File: config.mk
export PLATFORM = sky130hd
export DESIGN_NAME = aqcr_top
export DESIGN_NICKNAME = d
export VERILOG_FILES = /design/src/rtl/aqcr_pkg.sv /design/src/rtl/aqcr_range_chk.sv /design/src/rtl/aqcr_quad_decode.sv /design/src/rtl/aqcr_fault_sel.sv /design/src/rtl/aqcr_top.sv
export SDC_FILE = /design/constraint.sdc
export NUM_CORES = 1
export LEC_CHECK = 0
export BUFFER_PORTS_ARGS = -buffer_cell sky130_fd_sc_hd__buf_2
export CAP_MARGIN = 0
export CORE_ASPECT_RATIO = 0.9
export CORE_UTILIZATION = 36
export DETAILED_ROUTE_END_ITERATION = 10
export MAX_ROUTING_LAYER = met4
export PLACE_DENSITY = 0.68
export SLEW_MARGIN = 20
export SYNTH_ARGS = -nofsm -noshare
export SYNTH_HDL_FRONTEND = slang
export SYNTH_SLANG_ARGS = --single-unit
File: constraint.sdc
create_clock -name clk -period 2.55 [get_ports clk]
set_input_delay 0.765 -clock clk [delete_from_list [all_inputs] [get_ports clk]]
set_output_delay 0.765 -clock clk [all_outputs]
set_load 0.02 [all_outputs]
File: src/rtl/aqcr_pkg.sv
// Package: shared encodings for the address quadrant context resolver.
// Assumes a 2-bit access-kind code and a 2-bit fault code.
package aqcr_pkg;

    // Access kind driven by the requester; code 3 behaves as a fetch.
    typedef enum logic [1:0] {
        ACC_LOAD      = 2'd0,
        ACC_STORE     = 2'd1,
        ACC_FETCH     = 2'd2,
        ACC_FETCH_ALT = 2'd3
    } acc_kind_e;

    // Fault type reported with each result.
    typedef enum logic [1:0] {
        FLT_NONE = 2'd0,
        FLT_ISEG = 2'd1,
        FLT_DSEG = 2'd2,
        FLT_RSVD = 2'd3
    } fault_kind_e;

endpackage

File: src/rtl/aqcr_range_chk.sv
// Module: splits the upper address bits into the quadrant and the
// reserved hole between the usable range and the quadrant.
// Assumes ADDR_W-2 > VA_BITS is not required; an empty hole always passes.
module aqcr_range_chk #(
    parameter int ADDR_W  = 64,
    parameter int VA_BITS = 52
) (
    input  logic [ADDR_W-1:VA_BITS] hi_bits,
    output logic [1:0]              quad,
    output logic                    in_range
);
    localparam int HOLE_W = ADDR_W - 2 - VA_BITS;

    assign quad = hi_bits[ADDR_W-1:ADDR_W-2];

    generate
        if (HOLE_W > 0) begin : g_hole
            // Any bit set in the hole makes the address unusable.
            assign in_range = ~|hi_bits[ADDR_W-3:VA_BITS];
        end else begin : g_nohole
            assign in_range = 1'b1;
        end
    endgenerate
endmodule

File: src/rtl/aqcr_quad_decode.sv
// Module: maps quadrant and privilege mode to the partition/process ID pair.
// Assumes the caller already holds the current ID register values.
module aqcr_quad_decode #(
    parameter int LPID_W = 12,
    parameter int PID_W  = 20
) (
    input  logic [1:0]        quad,
    input  logic              hv,
    input  logic [LPID_W-1:0] cur_lpid,
    input  logic [PID_W-1:0]  cur_pid,
    output logic              legal,
    output logic [LPID_W-1:0] sel_lpid,
    output logic [PID_W-1:0]  sel_pid
);
    // Per-quadrant selection masks, bit index = quadrant number.
    localparam logic [3:0] HV_USE_LPID = 4'b0110;
    localparam logic [3:0] HV_USE_PID  = 4'b0011;
    localparam logic [3:0] GU_USE_LPID = 4'b1001;
    localparam logic [3:0] GU_USE_PID  = 4'b0001;
    localparam logic [3:0] GU_LEGAL    = 4'b1001;

    logic [3:0] quad_hot;
    logic       use_lpid;
    logic       use_pid;

    // One-hot quadrant select, one line per quadrant.
    generate
        for (genvar q = 0; q < 4; q++) begin : g_quad
            assign quad_hot[q] = (quad == q[1:0]);
        end
    endgenerate

    // Pick the mode's table row and gate the identifiers with it.
    always_comb begin
        if (hv) begin
            legal    = 1'b1;
            use_lpid = |(quad_hot & HV_USE_LPID);
            use_pid  = |(quad_hot & HV_USE_PID);
        end else begin
            legal    = |(quad_hot & GU_LEGAL);
            use_lpid = |(quad_hot & GU_USE_LPID);
            use_pid  = |(quad_hot & GU_USE_PID);
        end
        sel_lpid = use_lpid ? cur_lpid : '0;
        sel_pid  = use_pid  ? cur_pid  : '0;
    end
endmodule

File: src/rtl/aqcr_fault_sel.sv
// Module: chooses the segment fault type from the access kind.
// Assumes fail is already the final pass/fail decision.
module aqcr_fault_sel
    import aqcr_pkg::*;
(
    input  logic        fail,
    input  acc_kind_e   kind,
    output fault_kind_e fault,
    output logic        capture
);
    // Fetches get an instruction fault; loads and stores get a data fault
    // and request capture of the address.
    always_comb begin
        fault   = FLT_NONE;
        capture = 1'b0;
        if (fail) begin
            case (kind)
                ACC_LOAD, ACC_STORE: begin
                    fault   = FLT_DSEG;
                    capture = 1'b1;
                end
                default: fault = FLT_ISEG;
            endcase
        end
    end
endmodule

File: src/rtl/aqcr_top.sv
// Module: address quadrant context resolver. Samples a request on
// req_valid and presents the ID pair or a segment fault one cycle later.
// Assumes synchronous active-low reset and requests at most one per cycle.
module aqcr_top
    import aqcr_pkg::*;
#(
    parameter int ADDR_W  = 64,
    parameter int VA_BITS = 52,
    parameter int LPID_W  = 12,
    parameter int PID_W   = 20
) (
    input  logic              clk,
    input  logic              rst_n,
    input  logic              req_valid,
    input  logic [ADDR_W-1:0] req_addr,
    input  logic              req_hv,
    input  logic [1:0]        req_kind,
    input  logic [LPID_W-1:0] cur_lpid,
    input  logic [PID_W-1:0]  cur_pid,
    output logic              rsp_done,
    output logic              rsp_ok,
    output logic [LPID_W-1:0] rsp_lpid,
    output logic [PID_W-1:0]  rsp_pid,
    output logic [1:0]        rsp_fault,
    output logic [ADDR_W-1:0] fault_addr
);
    logic [1:0]        quad;
    logic              in_range;
    logic              quad_legal;
    logic [LPID_W-1:0] sel_lpid;
    logic [PID_W-1:0]  sel_pid;
    logic              fail;
    fault_kind_e       fault_nxt;
    logic              capture;

    aqcr_range_chk #(.ADDR_W(ADDR_W), .VA_BITS(VA_BITS)) u_range (
        .hi_bits (req_addr[ADDR_W-1:VA_BITS]),
        .quad    (quad),
        .in_range(in_range)
    );

    aqcr_quad_decode #(.LPID_W(LPID_W), .PID_W(PID_W)) u_quad (
        .quad    (quad),
        .hv      (req_hv),
        .cur_lpid(cur_lpid),
        .cur_pid (cur_pid),
        .legal   (quad_legal),
        .sel_lpid(sel_lpid),
        .sel_pid (sel_pid)
    );

    // Overall decision: address in range and quadrant allowed in this mode.
    assign fail = ~(in_range & quad_legal);

    aqcr_fault_sel u_fault (
        .fail   (fail),
        .kind   (acc_kind_e'(req_kind)),
        .fault  (fault_nxt),
        .capture(capture)
    );

    // Result registers: one-cycle done pulse with the sampled result.
    always_ff @(posedge clk) begin
        if (!rst_n) begin
            rsp_done  <= 1'b0;
            rsp_ok    <= 1'b0;
            rsp_lpid  <= '0;
            rsp_pid   <= '0;
            rsp_fault <= FLT_NONE;
        end else begin
            rsp_done <= req_valid;
            if (req_valid) begin
                rsp_ok    <= ~fail;
                rsp_lpid  <= fail ? '0 : sel_lpid;
                rsp_pid   <= fail ? '0 : sel_pid;
                rsp_fault <= fault_nxt;
            end
        end
    end

    // Fault-address register: loaded only on a data-segment fault.
    always_ff @(posedge clk) begin
        if (!rst_n) begin
            fault_addr <= '0;
        end else if (req_valid && capture) begin
            fault_addr <= req_addr;
        end
    end


    done_follows_req_chk: assert property (@(posedge clk) disable iff (!rst_n)
        rsp_done |-> $past(req_valid));


    hole_rejects_chk: assert property (@(posedge clk) disable iff (!rst_n)
        (req_valid && |req_addr[ADDR_W-3:VA_BITS]) |=> (rsp_done && !rsp_ok));


    guest_quad_reject_chk: assert property (@(posedge clk) disable iff (!rst_n)
        (req_valid && !req_hv && (req_addr[ADDR_W-1:ADDR_W-2] == 2'b01 ||
                                  req_addr[ADDR_W-1:ADDR_W-2] == 2'b10))
        |=> (!rsp_ok && rsp_fault != FLT_NONE));


    iseg_holds_addr_chk: assert property (@(posedge clk) disable iff (!rst_n)
        (rsp_done && rsp_fault == FLT_ISEG) |-> $stable(fault_addr));


    dseg_captures_chk: assert property (@(posedge clk) disable iff (!rst_n)
        (rsp_done && rsp_fault == FLT_DSEG) |-> fault_addr == $past(req_addr));


    fail_zero_ids_chk: assert property (@(posedge clk) disable iff (!rst_n)
        (rsp_done && !rsp_ok) |-> (rsp_lpid == '0 && rsp_pid == '0 &&
                                   rsp_fault != FLT_NONE));
endmodule

==> results.yml, run 1 <==
synthesis:
  syn_avg_cell_area_um2: 9.56
  ys_seq_elements: 100
  syn-num-nets: 481
  seq_area_frac_synth_pct: 55.5
  syn_area_mm2: 0.00361
  synth_cell_types: 26
  ys_warn_count: 0
  syn_inst: 377
die:
  dieArea_mm2: 0.0104
  floorplan.initialDensity_pct: 37.2
  coreArea_mm2: 0.00970
  die_h_um: 96.9
  rows: 34
  die_w_um: 107
  pin_count: 202
setup_path:
  cp-start-kind: "primary input"
  cp-end-kind: "flop"
  crit_fanout: 31
  crit_family: "simple AND/OR/NAND/NOR gates"
  arrival_ns: 2.47
  reg2reg_from: "rsp_pid[8]"
  crit_slowest_cell: "or4_4"
  worst_ep_required_time_ns: 2.84
  worst_r2r_path_depth: 1
  timing.rr.end: "rsp_pid[8]"
  cpPeakStageDelay_ns: 0.56
  crit_type: "primary input to flop"
  crit_chain: "buf_2, or4_4, o41ai_4, buf_4, nand2_1, a21boi_1"
  rrSetupSlack_ns: 1.91
  cp-endpoint: "fault_addr[42]"
  startpoint: "req_addr[57]"
  crit_buf_inv: 2
  crit_cells: 6
final_layout:
  fillerInstances: 927
  instances_no_fill: 700
  diodes: 0
  drive_gt1_share_pct: 40.9
  syn_to_final_growth_pct: 37.8
  final_nets: 673
  finalInstanceArea_mm2: 0.00497
global_route:
  top_usage_layer: "met2"
  met3_usage_pct: 6.33
  grtUsageMet2_pct: 32.1
  grt_pass1_wl_mm: 14.6
  antenna_found_initial: 0
  grt_use_met1_pct: 18.2
  grt_pass1_vias: 3289
  overflow: 0
  grt_start_max_net_pins: 67
  globalRouteTotalUtil_pct: 18.1
clock_network:
  root_buffer: "clkbuf_8"
  cts-htree-levels: 3
  cts_made_buffers: 9
  ctsResizeCount: 0
  cts.path.max_buffers: 2
  cts_sinks: 100
  cts.clk_slew.worst_paths_ns: 0.09
  holdBufCountCts: 0
  worstSkewPairLatency_ns: 0.35
  tritoncts: "yes"
  postCtsSetupBuffers: 0
pwr:
  power_mw: 2.99
  leakage_nw: 2.40
  powerDensity_mw_per_mm2: 602
  peakVddDrop_v: 0.000353
sta:
  hold_viol: 0
  slew_headroom_pct: 51.6
  fin_crit_sh_pct: 85.5
  finalSetupTns_ns: 0
  slew_viol_final: 0
  skew_ns: 0
  finalSetupViolCount: 0
  fmax_mhz: 459
  min_period_ns: 2.18
  rsz0062_at_grt: "no"
  tightest_slew_ns: 0.725
status:
  run_status: "complete, no violations"
hold_path:
  min_path_cells: 2
  hold_class: "flop to flop"
detailed_routing:
  wl_mm: 9.03
  route.detailed.drc: 0
  wire_per_inst_um: 12.9
  drt_first_pass_iters: 4
  drt_iter0_drc: 80
  antenna_left: 0
  vias_per_cell: 4.72
  via_count: 3303
place:
  dpl_cell_area_mm2: 0.00477
  dp_hpwl_mm: 6.53
  dp_cells: 684
  gp_congestion: 0.736
  io_buffers: 200
run:
  maxCapViolations: 0
-- report_power, final --
group          total, mW  switching, mW  internal, mW
sequential          1.63         0.0217          1.61
clock               1.00          0.548         0.457
combinational      0.354          0.203         0.152
-- cells in the mapped netlist (all sizes together) --
cell       n  area share [%]
nand2    125              13
dfxtp    100              56
a21boi    63              13
a22o      33             8.0
clkbuf    15             1.6
buf       13             2.4
nor2b      5            0.87
inv        4            0.42
or2        3            0.59
a22oi      2            0.42
ha         2            0.69
or4        2            0.62
a2111oi    1            0.76
a21oi      1            0.14
nand2b     1            0.17
nand3      1            0.14
nand3b     1            0.21
nor2       1            0.10
nor4       1            0.35
o21ai      1            0.14
o41a       1            0.31
o41ai      1            0.45
-- registers in the layout (all words and copies together) (netlist names) --
name / cells
rsp_lpid: 12
rsp_pid: 20
fault_addr: 64
rsp_done: 1
rsp_ok: 1
rsp_fault: 2
-- placed cells by master (no fill, tap or decap), drive strengths merged, types with 2 or more instances in the layout --
cell type / instances
a22oi: 2
clkinv: 2
or2: 3
ha: 2
dfxtp: 100
clkbuf: 9
nand2: 125
nor2b: 5
or4: 2
clkinvlp: 3
a22o: 33
buf: 209
inv: 5
a21boi: 63
-- worst min path at each step --
stage                              start             end  slack, ns
after floorplan           fault_addr[53]  fault_addr[53]       0.53
after global placement    fault_addr[28]  fault_addr[28]       0.44
after detailed placement  fault_addr[20]  fault_addr[20]       0.44
after CTS                 fault_addr[20]  fault_addr[20]       0.46
after global routing      fault_addr[51]  fault_addr[51]       0.47
final                     fault_addr[54]  fault_addr[54]       0.45
-- routing by layer --
layer | vias to the layer above | part of all wire (%) | routed length [um]
met4 | 0 | 2.1 | 187
met3 | 15 | 8.9 | 806
met2 | 126 | 48 | 4310
met1 | 1515 | 41 | 3730
li1 | 1647 | - | -
met5 | - | 0 | 0
-- cell type report --
class	count	area (um^2)	share of cell area [%]
multi-input combinational	245	1480	29.7
clock inverter	7	75.1	1.51
inverter	4	15.0	0.302
sequential	100	2000	40.3
tap	126	158	3.17
clock buffer	9	124	2.49
timing repair buffer	209	1120	22.5
-- through the flow --
stage	worst slack, ns	hold WS (ns)	util [%]
finish	0.369	0.454	51.2
global route	0.282	0.473	51.2
CTS	0.375	0.458	51.2
detailed placement	-0.0187	0.444	49.2
global placement	0.00866	0.437	49.1
floorplan	0.238	0.531	-
-- logic make-up (layout without fill, tap and decap cells) --
group           count (synthesis)  in the layout  share of synthesized area, %
simple gates                  140            140                          16.1
buf+inv                        32            229                          4.37
fa+ha+maj                       2              2                         0.694
compound gates                103            103                          23.4
flops                         100            100                          55.5
No activity file was read; power rests on OpenSTA's default activity.
==> inputs of run 2 (changes only) <==
PLACE_DENSITY = 0.71   (was 0.68)
clock period = 2 ns   (was 2.55 ns; I/O delays follow)
==> results.yml, run 2 (synthesized netlist as in run 1, its figures left out) <==
die:
  pin_count: 202
  die_h_um: 96.9
  coreArea_mm2: 0.00970
  floorplan.initialDensity_pct: 37.2
  rows: 34
  die_w_um: 107
  dieArea_mm2: 0.0104
detailed_routing:
  antenna_left: 0
  drt_first_pass_iters: 4
  vias_per_cell: 4.71
  wire_per_inst_um: 12.8
  route.detailed.drc: 0
  wl_mm: 9.09
  via_count: 3345
  drt_iter0_drc: 168
place:
  gp_congestion: 0.737
  dp_hpwl_mm: 6.61
  dpl_cell_area_mm2: 0.00485
  io_buffers: 200
final_layout:
  final_nets: 683
  diodes: 0
  largest-register: "fault_addr"
  final_cell_mix: "200 x buf_2, 125 x nand2_1, 100 x dfxtp_1"
  fillerInstances: 908
  largest_register_ff_count: 64
  reg_top3: "fault_addr: 64 flops, rsp_pid: 20 flops, rsp_lpid: 12 flops"
  drive_gt1_share_pct: 42.0
  finalInstanceArea_mm2: 0.00503
  final_common_cell: "buf_2"
  syn_to_final_growth_pct: 39.6
  post-route-util_pct: 51.9
sta:
  skew_ns: 0
  holdWs_ns: 0.444
  fmax_mhz: 516
  min_period_ns: 1.94
  rsz0062_at_grt: "no"
  slew_headroom_pct: 63.8
  slew_viol_final: 0
  tightest_slew_ns: 0.542
  finalSetupViolCount: 0
  finalSetupTns_ns: 0
  hold_viol: 0
  fin_crit_sh_pct: 96.9
run:
  maxCapViolations: 0
setup_path:
  crit_fanout: 13
  cp-end-kind: "flop"
  cp-start-kind: "primary input"
  crit_type: "primary input to flop"
  rrSetupSlack_ns: 1.35
  crit_chain: "buf_2, or4_4, o41ai_4, buf_4, buf_12, nand2_1, a21boi_1"
  crit_slowest_cell: "or4_4"
  worst_ep_required_time_ns: 2.28
  crit_family: "simple AND/OR/NAND/NOR gates"
  arrival_ns: 2.22
  crit_buf_inv: 3
  cpPeakStageDelay_ns: 0.57
global_route:
  overflow: 0
  antenna_found_initial: 0
  grt_pass1_wl_mm: 14.3
  grt_pass1_vias: 3202
  grt_start_max_net_pins: 68
  globalRouteTotalUtil_pct: 17.7
pwr:
  powerDensity_mw_per_mm2: 738
  leakage_nw: 2.45
  peakVddDrop_v: 0.000382
  power_mw: 3.71
clock_network:
  cts.path.max_buffers: 2
  cts_sinks: 100
  worstSkewPairLatency_ns: 0.36
  cts.clk_slew.worst_paths_ns: 0.09
  cts-htree-levels: 3
  cts_made_buffers: 9
  root_buffer: "clkbuf_8"
  holdBufCountCts: 0
  tritoncts: "yes"
hold_path:
  hold_class: "primary input to flop"
status:
  run_status: "complete, no violations"
run 2: cell types whose count changed in the layout (fill, tap and decap cells not counted), sizes merged:
cell / change
buf: +10
bufinv: -1
clkbuf: +1
clkinv: +3
clkinvlp: -2
inv: -1
run 2: worst paths after layout:
path             startpoint        endpoint  cells past startpoint
max reg2reg      rsp_pid[2]      rsp_pid[2]                      1
min             cur_lpid[6]     rsp_lpid[6]                      2
max            req_addr[56]   fault_addr[4]                      7
min reg2reg  fault_addr[57]  fault_addr[57]                      2
run 2: power by group:
part           leakage, nW  total, mW  internal (mW)  switching, mW
sequential           0.814       2.08           2.05         0.0283
clock               0.0920       1.16          0.484          0.680
combinational         1.54      0.469          0.208          0.261
total                 2.45       3.71           2.74          0.970
run 2: routing by layer:
| metal | GRT usage [%] | part of all wire (%) | vias to the layer above |
|---|---|---|---|
| li1 | - | - | 1661 |
| met1 | 18.5 | 41 | 1531 |
| met2 | 30.5 | 48 | 134 |
| met3 | 4.99 | 8.3 | 19 |
| met4 | 8.22 | 2.7 | 0 |
| met5 | - | 0 | - |
run 2: cell type report:
type / count / area, um^2 / share of cell area [%]
Timing Repair Buffer: 219 / 1210 / 24.0
Clock buffer: 10 / 138 / 2.73
Inverter: 4 / 15.0 / 0.298
Sequential cell: 100 / 2000 / 39.8
Multi-Input combinational cell: 245 / 1470 / 29.2
Tap cell: 126 / 158 / 3.13
Clock inverter: 6 / 40.0 / 0.795
run 2: what timing repair did:
action / CTS / global route
setup endpoints to repair: 0 / 1
gates resized for setup: 0 / 1
buffers inserted: 0 / 0
run 2: per-stage QoR:
stage / cells / setup slack (ns)
2_1_floorplan: 377 / -0.0693
3_3_place_gp: 694 / -0.280
3_5_place_dp: 694 / -0.313
4_1_cts: 710 / 0.0880
5_1_grt: 710 / 0.0157
6_report: 710 / 0.0617
